### config.mk
export PLATFORM = sky130hd
export DESIGN_NAME = cmp_chain
export DESIGN_NICKNAME = d
export VERILOG_FILES = /design/src/rtl/cmp_pkg.sv /design/src/rtl/cmp_slice.sv /design/src/rtl/cmp_operand_reg.sv /design/src/rtl/cmp_chain.sv
export SDC_FILE = /design/constraint.sdc
export NUM_CORES = 1
export LEC_CHECK = 0
export ABC_AREA = 1
export BUFFER_PORTS_ARGS = -buffer_cell sky130_fd_sc_hd__buf_2
export CELL_PAD_IN_SITES_DETAIL_PLACEMENT = 1
export CELL_PAD_IN_SITES_GLOBAL_PLACEMENT = 1
export CORE_AREA = 2 2 67 69
export CTS_CLUSTER_DIAMETER = 100
export DETAILED_ROUTE_END_ITERATION = 10
export DIE_AREA = 0 0 69 71
export PLACE_DENSITY_LB_ADDON = 0.1
export SETUP_SLACK_MARGIN = 0.02
export SYNTH_ARGS = -nofsm -noshare
export SYNTH_HDL_FRONTEND = slang
export SYNTH_SLANG_ARGS = --single-unit
export TNS_END_PERCENT = 20
### constraint.sdc
create_clock -name clk -period 2.1 [get_ports clk]
set_clock_uncertainty 0.2 [all_clocks]
set_input_delay 0.105 -clock clk [delete_from_list [all_inputs] [get_ports clk]]
set_output_delay 0.105 -clock clk [all_outputs]
set_load 0.005 [all_outputs]
### src/rtl/cmp_pkg.sv
package cmp_pkg;
    localparam int SLICE_W = 8;

    typedef struct packed {
        logic gt;
        logic lt;
    } decision_t;
endpackage

### src/rtl/cmp_slice.sv
module cmp_slice
    import cmp_pkg::*;
#(
    parameter int  W         = SLICE_W,
    parameter bit  TOP_SLICE = 1'b0
) (
    input  logic [W-1:0] p,
    input  logic [W-1:0] q,
    input  logic         mode_unsigned,
    input  decision_t    cin,
    output decision_t    cout
);
    logic         flip_msb;
    logic [W-1:0] p_key;
    logic [W-1:0] q_key;
    logic         above;
    logic         below;

    generate
        if (TOP_SLICE) begin : g_signed_capable
            assign flip_msb = ~mode_unsigned;
        end else begin : g_unsigned_only
            assign flip_msb = 1'b0;
        end
    endgenerate

    // Signed order equals unsigned order once both sign bits are inverted
    always_comb begin
        p_key        = p;
        q_key        = q;
        p_key[W-1]   = p[W-1] ^ flip_msb;
        q_key[W-1]   = q[W-1] ^ flip_msb;
        above        = p_key > q_key;
        below        = p_key < q_key;
        cout.gt      = above | (~below & cin.gt);
        cout.lt      = below | (~above & cin.lt);
    end
endmodule

### src/rtl/cmp_operand_reg.sv
module cmp_operand_reg
    import cmp_pkg::*;
#(
    parameter int W = 16
) (
    input  logic         clk,
    input  logic         rst_n,
    input  logic         p_en,
    input  logic         mode_unsigned,
    input  logic [W-1:0] p_in,
    input  logic [W-1:0] q_in,
    input  decision_t    cin_in,
    output logic [W-1:0] p_held,
    output logic [W-1:0] q_smp,
    output logic         mode_smp,
    output decision_t    cin_smp
);
    typedef struct packed {
        logic [W-1:0] p;
        logic [W-1:0] q;
        logic         mode;
        decision_t    cin;
    } opnd_t;

    opnd_t st_d, st_q;

    always_comb begin
        st_d      = st_q;
        if (p_en) begin
            st_d.p = p_in;
        end
        st_d.q    = q_in;
        st_d.mode = mode_unsigned;
        st_d.cin  = cin_in;
    end

    always_ff @(posedge clk or negedge rst_n) begin
        if (!rst_n) begin
            st_q <= '0;
        end else begin
            st_q <= st_d;
        end
    end

    assign p_held   = st_q.p;
    assign q_smp    = st_q.q;
    assign mode_smp = st_q.mode;
    assign cin_smp  = st_q.cin;

    // with the enable low the held word does not move
    assert_p_hold_R1: assert property (@(posedge clk) disable iff (!rst_n)
        !p_en |=> $stable(st_q.p));

    // with the enable high the held word takes the input
    assert_p_load_R1: assert property (@(posedge clk) disable iff (!rst_n)
        p_en |=> (st_q.p == $past(p_in)));
endmodule

### src/rtl/cmp_chain.sv
module cmp_chain
    import cmp_pkg::*;
#(
    parameter  int STAGES = 2,
    localparam int W      = SLICE_W * STAGES
) (
    input  logic         clk,
    input  logic         rst_n,
    input  logic         p_en_i,
    input  logic         mode_unsigned_i,
    input  logic [W-1:0] p_i,
    input  logic [W-1:0] q_i,
    input  logic         cin_gt_i,
    input  logic         cin_lt_i,
    output logic         gt_o,
    output logic         lt_o
);
    logic [W-1:0] p_q;
    logic [W-1:0] q_q;
    logic         mode_q;
    decision_t    cin_q;
    decision_t    cin_d;
    decision_t    link [STAGES+1];
    decision_t    res_d, res_q;

    assign cin_d.gt = cin_gt_i;
    assign cin_d.lt = cin_lt_i;

    cmp_operand_reg #(.W(W)) u_opnd (
        .clk           (clk),
        .rst_n         (rst_n),
        .p_en          (p_en_i),
        .mode_unsigned (mode_unsigned_i),
        .p_in          (p_i),
        .q_in          (q_i),
        .cin_in        (cin_d),
        .p_held        (p_q),
        .q_smp         (q_q),
        .mode_smp      (mode_q),
        .cin_smp       (cin_q)
    );

    assign link[0] = cin_q;

    generate
        for (genvar s = 0; s < STAGES; s++) begin : g_slice
            cmp_slice #(
                .W         (SLICE_W),
                .TOP_SLICE (s == STAGES - 1)
            ) u_slice (
                .p             (p_q[s*SLICE_W +: SLICE_W]),
                .q             (q_q[s*SLICE_W +: SLICE_W]),
                .mode_unsigned (mode_q),
                .cin           (link[s]),
                .cout          (link[s+1])
            );
        end
    endgenerate

    always_comb begin
        res_d = link[STAGES];
    end

    always_ff @(posedge clk or negedge rst_n) begin
        if (!rst_n) begin
            res_q <= '0;
        end else begin
            res_q <= res_d;
        end
    end

    assign gt_o = res_q.gt;
    assign lt_o = res_q.lt;

    // unsigned mode, P above Q in the sampled words
    assert_unsigned_order_R3: assert property (@(posedge clk) disable iff (!rst_n)
        $past(mode_q && (p_q > q_q)) |-> (gt_o && !lt_o));

    // signed mode, P below Q in the sampled words
    assert_signed_order_R4: assert property (@(posedge clk) disable iff (!rst_n)
        $past(!mode_q && ($signed(p_q) < $signed(q_q))) |-> (lt_o && !gt_o));

    // equal words pass the sampled carry-in pair through
    assert_equal_passthru_R6: assert property (@(posedge clk) disable iff (!rst_n)
        $past(p_q == q_q) |-> ((gt_o == $past(cin_q.gt)) && (lt_o == $past(cin_q.lt))));

    // both flags high only when both carry-ins were high
    assert_both_flags_R8: assert property (@(posedge clk) disable iff (!rst_n)
        (gt_o && lt_o) |-> $past(cin_q.gt && cin_q.lt));
endmodule

== Word level (Yosys, flattened, before mapping) ==
Cells that the tools add are included.

* Register bits after elaboration: 37
* Input port bits: 38
* Output and inout port bits: 2
* Word-level logic and storage cells: 26

* Order comparisons: 4
* Bitwise logic cells: 15

{| class="wikitable"
|+ Operators with widths
! kind !! number
|-
| $gt A8 B8 Y1 || 2
|-
| $lt A8 B8 Y1 || 2
|-
| $not A1 Y1 || 5
|-
| $and A1 B1 Y1 || 4
|-
| $or A1 B1 Y1 || 4
|-
| $xor A1 B1 Y1 || 2
|}

== Longest topological paths before layout ==
Gate-level depths: netlist (run 1).

* Word-level depth: 6
* Gate-level depth with buffers: 12
* Gate-level depth less buffers: 12

== Hierarchy ==
A second synthesis (run 1) with hierarchy kept.

* Cell total of the unflattened synthesis: 172
* Area total of the unflattened synthesis: 1,674.1 um2

{| class="wikitable"
|+ Modules (own cells, without submodules)
! module !! times used !! cells an instance !! area each (um2) !! seq. area each (um2)
|-
| cmp_operand_reg || 1 || 87 || 1,119.8 || 875.8
|-
| cmp_slice at g_slice[1].u_slice || 1 || 42 || 259.0 || 0.0
|-
| cmp_slice at g_slice[0].u_slice || 1 || 41 || 245.2 || 0.0
|-
| cmp_chain || 1 || 2 || 50.0 || 50.0
|}

== Worst setup path after synthesis (run 1) ==
OpenSTA, ideal clock, no wires.

* Path kind: reg2reg
* From: reg u_opnd.st_q, in the netlist u_opnd.mode_smp
* To: reg res_q, in the netlist gt_o
* Library setup time: 0.120 ns
* Data arrival time: 1.264 ns
* Required time: 1.780 ns
* Slack: 0.516 ns
* Stages on the path, launching flop included: 8
* Buffers on the path: 0
* Period minus slack after synthesis: 1.584 ns
* Path through: dfrtp_1 -> xor2_1 -> ha_1 -> nand2_1 -> nor2_1 -> nand3_1 -> o21ai_0 -> nand2_1

{| class="wikitable"
|+ RTL lines
! element !! RTL line !! text
|-
| start, declared || cmp_operand_reg.sv:25 || <nowiki>opnd_t st_d, st_q;</nowiki>
|-
| start signal, assigned || cmp_operand_reg.sv:41 || <nowiki>st_q <= st_d;</nowiki>
|-
| end signal, assigned || cmp_chain.sv:68 || <nowiki>res_q <= res_d;</nowiki>
|-
| end, declared || cmp_chain.sv:24 || <nowiki>decision_t res_d, res_q;</nowiki>
|}

==> results of run 1 <==
## stage by stage
step,util,cells
6_report,0.547,271
5_1_grt,0.547,271
4_1_cts,0.547,271
3_5_place_dp,0.443,227
3_3_place_gp,0.443,227
2_1_floorplan,-,138
## sequential cells by signal, indices dropped and copies added (netlist names)
signal / cells
lt_o: 1
u_opnd.cin_smp: 2
u_opnd.q_smp: 16
gt_o: 1
u_opnd.mode_smp: 1
u_opnd.p_held: 16
## cell type report
cell class | instances | area (µm²)
Multi-Input combinational cell | 76 | 588
Sequential cell | 37 | 926
Tap cell | 52 | 65.1
Timing Repair Buffer | 75 | 556
Clock buffer | 8 | 80.1
Fill cell | 463 | 1900
Inverter | 23 | 86.3
## kinds of logic (layout without fill, tap and decap cells)
kind of cell	count (synthesis)	count (layout)	synth area share
compound gates	10	10	0.0337
xor+xnor	2	2	0.0107
fa+ha+maj	16	16	0.123
buf+inv	25	106	0.0721
flops	37	37	0.567
mux	14	14	0.110
simple gates	34	34	0.0828
## synth_stat cells
cell and number:
a21o_1 1, a21oi_1 5, xnor2_1 1, ha_1 16
inv_1 23, o21ai_0 3, mux2_2 8, buf_12 1
nand3_1 2, buf_6 1, nand4_1 2, dfrtp_1 37
o21a_1 1, mux2_4 6, xor2_1 1, nand2_1 25
nor2_1 5
## placed cells by master (no fill, tap or decap)
cell            n
o21ai_0         3
mux2_4          6
nand2_1        25
dfrtp_1        37
mux2_2          8
a21oi_1         5
clkbuf_8        5
ha_1           16
xor2_1          1
o21a_1          1
clkbuf_1        3
dlygate4sd3_1  36
xnor2_1         1
nand4_1         2
buf_2          39
nand3_1         2
nor2_1          5
inv_1          23
a21o_1          1
## power groups by stage
stage | clock network [mW] | logic [mW] | registers, mW
floorplan | 0 | 0.154 | 0.807
global placement | 0 | 0.233 | 0.810
detailed placement | 0 | 0.244 | 0.812
CTS | 0.491 | 0.297 | 0.799
global route | 0.519 | 0.336 | 0.806
finish | 0.463 | 0.290 | 0.798
## per-layer routing
layer / up-vias / GRT usage / wire, µm
li1: 595 / - / -
met1: 557 / 0.162 / 1330
met2: 27 / 0.276 / 1700
met3: 6 / 0.0470 / 158
met4: 0 / 0.0654 / 58
met5: - / 0 / 0
## worst max-delay path, cell delays in order, from the launching register on
cell and delay [ns]:
dfrtp_1 0.40, xor2_1 0.15, ha_1 0.30, nand2_1 0.07
nor2_1 0.16, nand3_1 0.12, o21ai_0 0.17, nand2_1 0.07
## what timing repair did
| item | in CTS | in global routing |
|---|---|---|
| hold endpoints to repair | 72 | 0 |
| setup endpoints to repair | 0 | 0 |
| hold buffers | 36 | 0 |
| gates resized for setup | 0 | 0 |
## final timing paths
path	start	end	depth (start not counted)
max in group asynchronous	rst_n	u_opnd.q_smp[0]$_DFF_PN0_	2
min in group asynchronous	rst_n	u_opnd.p_held[12]$_DFFE_PN0P_	2
min reg2reg	u_opnd.p_held[4]$_DFFE_PN0P_	u_opnd.p_held[4]$_DFFE_PN0P_	1
min	p_en_i	u_opnd.p_held[8]$_DFFE_PN0P_	3
max	u_opnd.mode_smp$_DFF_PN0_	gt_o$_DFF_PN0_	7
max reg2reg	u_opnd.mode_smp$_DFF_PN0_	gt_o$_DFF_PN0_	7
==> results.txt, run 1 <==
Initial antenna violation count: 0
Number of I/O pins: 40
Place WS: 0.393 ns
Starting Density: 0.388
Vias in the first global route: 1,408
Synth area leader: dfrtp_1
First-pass GRT wire length: 5830 µm
Max-cap viol count: 0
Total CTS buffers: 5
Share of the synthesized area in the top cell type: 0.567
Final HPWL DP: 2190 µm
CTS tree: yes
Synthesis-to-finish area growth: 41.0%
Slew @ Worst Pin: 0.830 ns
Top post-synthesis cells by area: dfrtp_1, ha_1, nand2_1
Clk buf depth: 2
Die area: 0.00490 mm²
Setup Viol. Count Final: 0
Sequential group share of total power: 0.514
Postcts setup bufs: 0
Critical path required time: 2.07 ns
R2r setup slk: 0.36 ns
RSZ-0062 raised after global routing: no
Global placement routability congestion: 0.722
Clk slew on worst S/H paths: 0.07 ns
VDD IR-drop max: 0.308 mV
Port bufs: 39
Min-Delay Path Class: in2reg
Worst setup EP type: register
Wirelength per Cell: 12.0 µm
Share of layout cells above drive strength 1: 0.265
DRT iter0 DRCs: 39
FP Rows: 24
Via Count: 1,185
Avg Cell Area, Syn: 11.8 µm²
WS Path Type: reg2reg
Sw Ratio: 0.245
Clock Power Share: 0.299
Die W: 69 µm
Setup_tns: 0 ns
WL final: 3250 µm
Die Height: 71 µm
Outcome: completed
Fin worst setup slack: 0.362 ns
Ys Warns: 0
Num Clock Sinks: 37
Final Max Tran Viols: 0
Routed Antenna Nets: 0
H-tree Lvls: 2
Grt ovf: 0
Leakage power: 1.20 nW
DR vias/cell: 4.37
Clock root buffer: clkbuf_8
Cell Area, Placed: 0.00186 mm²
Worst hold slack: 0.0965 ns
Unique masters post-synth: 17
Critical path peak fanout: 2
Crit path time final: 1.74 ns
Mapped Cells: 138
Largest net degree at the start of global routing: 38
Pwr Total: 1.55 mW
Residual DRC: 0
Fmax: 575 MHz
Slew HR: 0.447
Arrival time at the worst endpoint: 1.71 ns
Final hold vios: 0
Total GRT Usage: 0.151
Mapped Area: 0.00163 mm²
Register bit count reported by yosys: 37
Final worst path period share: 0.828
Clock latency on the worst-skew pair: 0.28 ns
Power Dens Cells: 674 mW/mm²
Drt first pass iters: 2
CORE AREA: 0.00420 mm²
Finished Cell Area: 0.00230 mm²
Combinational cell fraction of total power: 0.187
Cell Int Power: 1.17 mW
Syn Nets: 192
Nets: 272
P_sw: 0.380 mW
ANT cells: 0
Part of the Yosys area used for sequential elements: 0.567
Setup crit start kind: register
Power figures use the tool's default switching activity.
==> inputs of run 2 (changes only) <==
- CORE_AREA: 2 2 67 69 -> 2 2 70 72
- DIE_AREA: 0 0 69 71 -> 0 0 72 74
- clock period: 2.1 -> 1.5 ns (I/O delays scaled with it)
==> results.txt, run 2 (synthesis results as in run 1) <==
Most frequent cells in the layout: buf_2, dfrtp_1, dlygate4sd3_1, nand2_1, inv_1
Final Max Tran Viols: 0 (unchanged)
Die area: 0.00533 mm² (+8.8%)
Outcome: complete, but fails checks
First-pass GRT wire length: 5960 µm (+2.2%)
Number of I/O pins: 40 (unchanged)
Clock latency on the worst-skew pair: 0.28 ns (about the same)
Wirelength per Cell: 12.5 µm (+4.0%)
Clk buf depth: 2 (unchanged)
Fill count: 497 (+7.3%)
Die Height: 74 µm (+4.2%)
VDD IR-drop max: 0.527 mV (+71%)
Min-Delay Path Class: in2async
Total CTS buffers: 5 (unchanged)
Starting Density: 0.355 (-0.0333)
Max-cap viol count: 0 (unchanged)
M1 GR Usage: 0.164 (+0.00204)
Area of the multi-input gates: 606 µm² (+3.0%)
Critical path required time: 1.47 ns (-0.60 ns)
Setup crit start kind: register
ANT cells: 0 (unchanged)
DRT iter0 DRCs: 12 (-69%)
Commonest non-fill, non-tap cell in the layout: buf_2
Initial antenna violation count: 0 (unchanged)
Vias in the first global route: 1,383 (-1.8%)
Port bufs: 39 (unchanged)
Pwr Total: 2.25 mW (+45%)
Clock root buffer: clkbuf_8
Largest net degree at the start of global routing: 21 (-45%)
DR vias/cell: 4.48 (+2.4%)
Residual DRC: 0 (unchanged)
WL final: 3440 µm (+5.9%)
Fin worst setup slack: -0.164 ns (-0.526 ns)
Synthesis-to-finish area growth: 45.2%
Final hold vios: 0 (unchanged)
Arrival time at the worst endpoint: 1.64 ns (-0.07 ns)
Slew HR: 0.686 (+0.239)
Met3 Use GR: 0.0420 (-0.00500)
Gr busiest metal: met2
Sequential cell area: 926 µm² (unchanged)
Power Dens Cells: 948 mW/mm² (+41%)
Setup Viol. Count Final: 2 (+2)
Slew @ Worst Pin: 0.471 ns (-0.358 ns)
Grt ovf: 0 (unchanged)
FP Rows: 25 (+4.2%)
Share of layout cells above drive strength 1: 0.302 (+0.0370)
Crit path time final: 1.66 ns (-0.0742 ns)
Critical path peak fanout: 3 (+1)
Met2 usage: 0.267 (-0.00815)
Num Clock Sinks: 37 (unchanged)
CORE AREA: 0.00460 mm² (+9.4%)
Failing checks: setup timing
Global placement routability congestion: 0.721 (-0.14%)
Final HPWL DP: 2260 µm (+3.0%)
Total GRT Usage: 0.146 (-0.00518)
Via Count: 1,236 (+4.3%)
Final core occ: 0.515 (-0.0319)
Drt first pass iters: 4 (+2)
Fmax: 601 MHz (+4.5%)
Final worst path period share: 1.11 (+0.282)
Leakage power: 1.24 nW (+2.8%)
Worst setup EP type: register
WS Path Type: reg2reg
Die W: 72 µm (+4.3%)
CTS tree: yes
Routed Antenna Nets: 0 (unchanged)
H-tree Lvls: 2 (unchanged)
RSZ-0062 raised after global routing: yes
Clk slew on worst S/H paths: 0.07 ns (about the same)
Nets: 276 (+1.5%)
Setup_tns: -0.316 ns (-0.316 ns)
==> run 2: layout make-up <==
cell class / count / area share
flip-flops and latches: 37 / 0.391
multi-input cells: 76 / 0.256
repair buffers: 79 / 0.252
clock buffers: 7 / 0.0364
inverters: 23 / 0.0364
well taps: 54 / 0.0285
==> run 2: final timing paths <==
kind                                                   start                            to  slack (ns)  cells after the start
worst max-delay path               u_opnd.mode_smp$_DFF_PN0_                gt_o$_DFF_PN0_       -0.16                      7
worst min-delay path                                   rst_n  u_opnd.p_held[9]$_DFFE_PN0P_        0.07                      2
worst max register to register     u_opnd.mode_smp$_DFF_PN0_                gt_o$_DFF_PN0_       -0.16                      7
worst min register to register  u_opnd.p_held[7]$_DFFE_PN0P_  u_opnd.p_held[7]$_DFFE_PN0P_        0.32                      1
max in group asynchronous                              rst_n     u_opnd.q_smp[4]$_DFF_PN0_        0.57                      3
min in group clk                                      p_en_i  u_opnd.p_held[8]$_DFFE_PN0P_        0.09                      3
==> run 2: what timing repair did <==
action / CTS / global route
gates resized for setup: 2 / 2
setup buffers: 0 / 0
endpoints found under the hold margin: 72 / 0
pin swaps: 0 / 0
setup endpoints to repair: 2 / 2
hold buffers: 36 / 0
==> run 2: stage by stage <==
| step | setup WS, ns | instances | hold slack, ns | cell area [µm²] |
|---|---|---|---|---|
| 2_1_floorplan | -0.0427 | 138 | -0.421 | 1630 |
| 3_3_place_gp | -0.0923 | 233 | -0.166 | 1910 |
| 3_5_place_dp | -0.163 | 233 | -0.160 | 1910 |
| 4_1_cts | -0.166 | 276 | 0.0688 | 2360 |
| 5_1_grt | -0.289 | 276 | 0.0996 | 2370 |
| 6_report | -0.164 | 276 | 0.0736 | 2370 |
==> run 2: worst max-delay path, cell delays in order, from the launching register on <==
cell	delay, ns
dfrtp_1	0.42
xnor2_2	0.15
ha_1	0.31
a21oi_1	0.13
o21a_1	0.15
nand2_2	0.07
o21ai_1	0.07
nand2_1	0.06
==> run 2: power by group <==
part	internal (mW)	switching, mW	total (mW)
registers	1.08	0.0390	1.12
logic	0.249	0.188	0.437
clock network	0.364	0.325	0.690
total	1.70	0.553	2.25
==> run 2: layer usage <==
metal  share of wire  vias up
met2            0.55       29
li1                -      605
met1            0.40      598
met5               0        -
met4          0.0099        0
met3           0.037        4
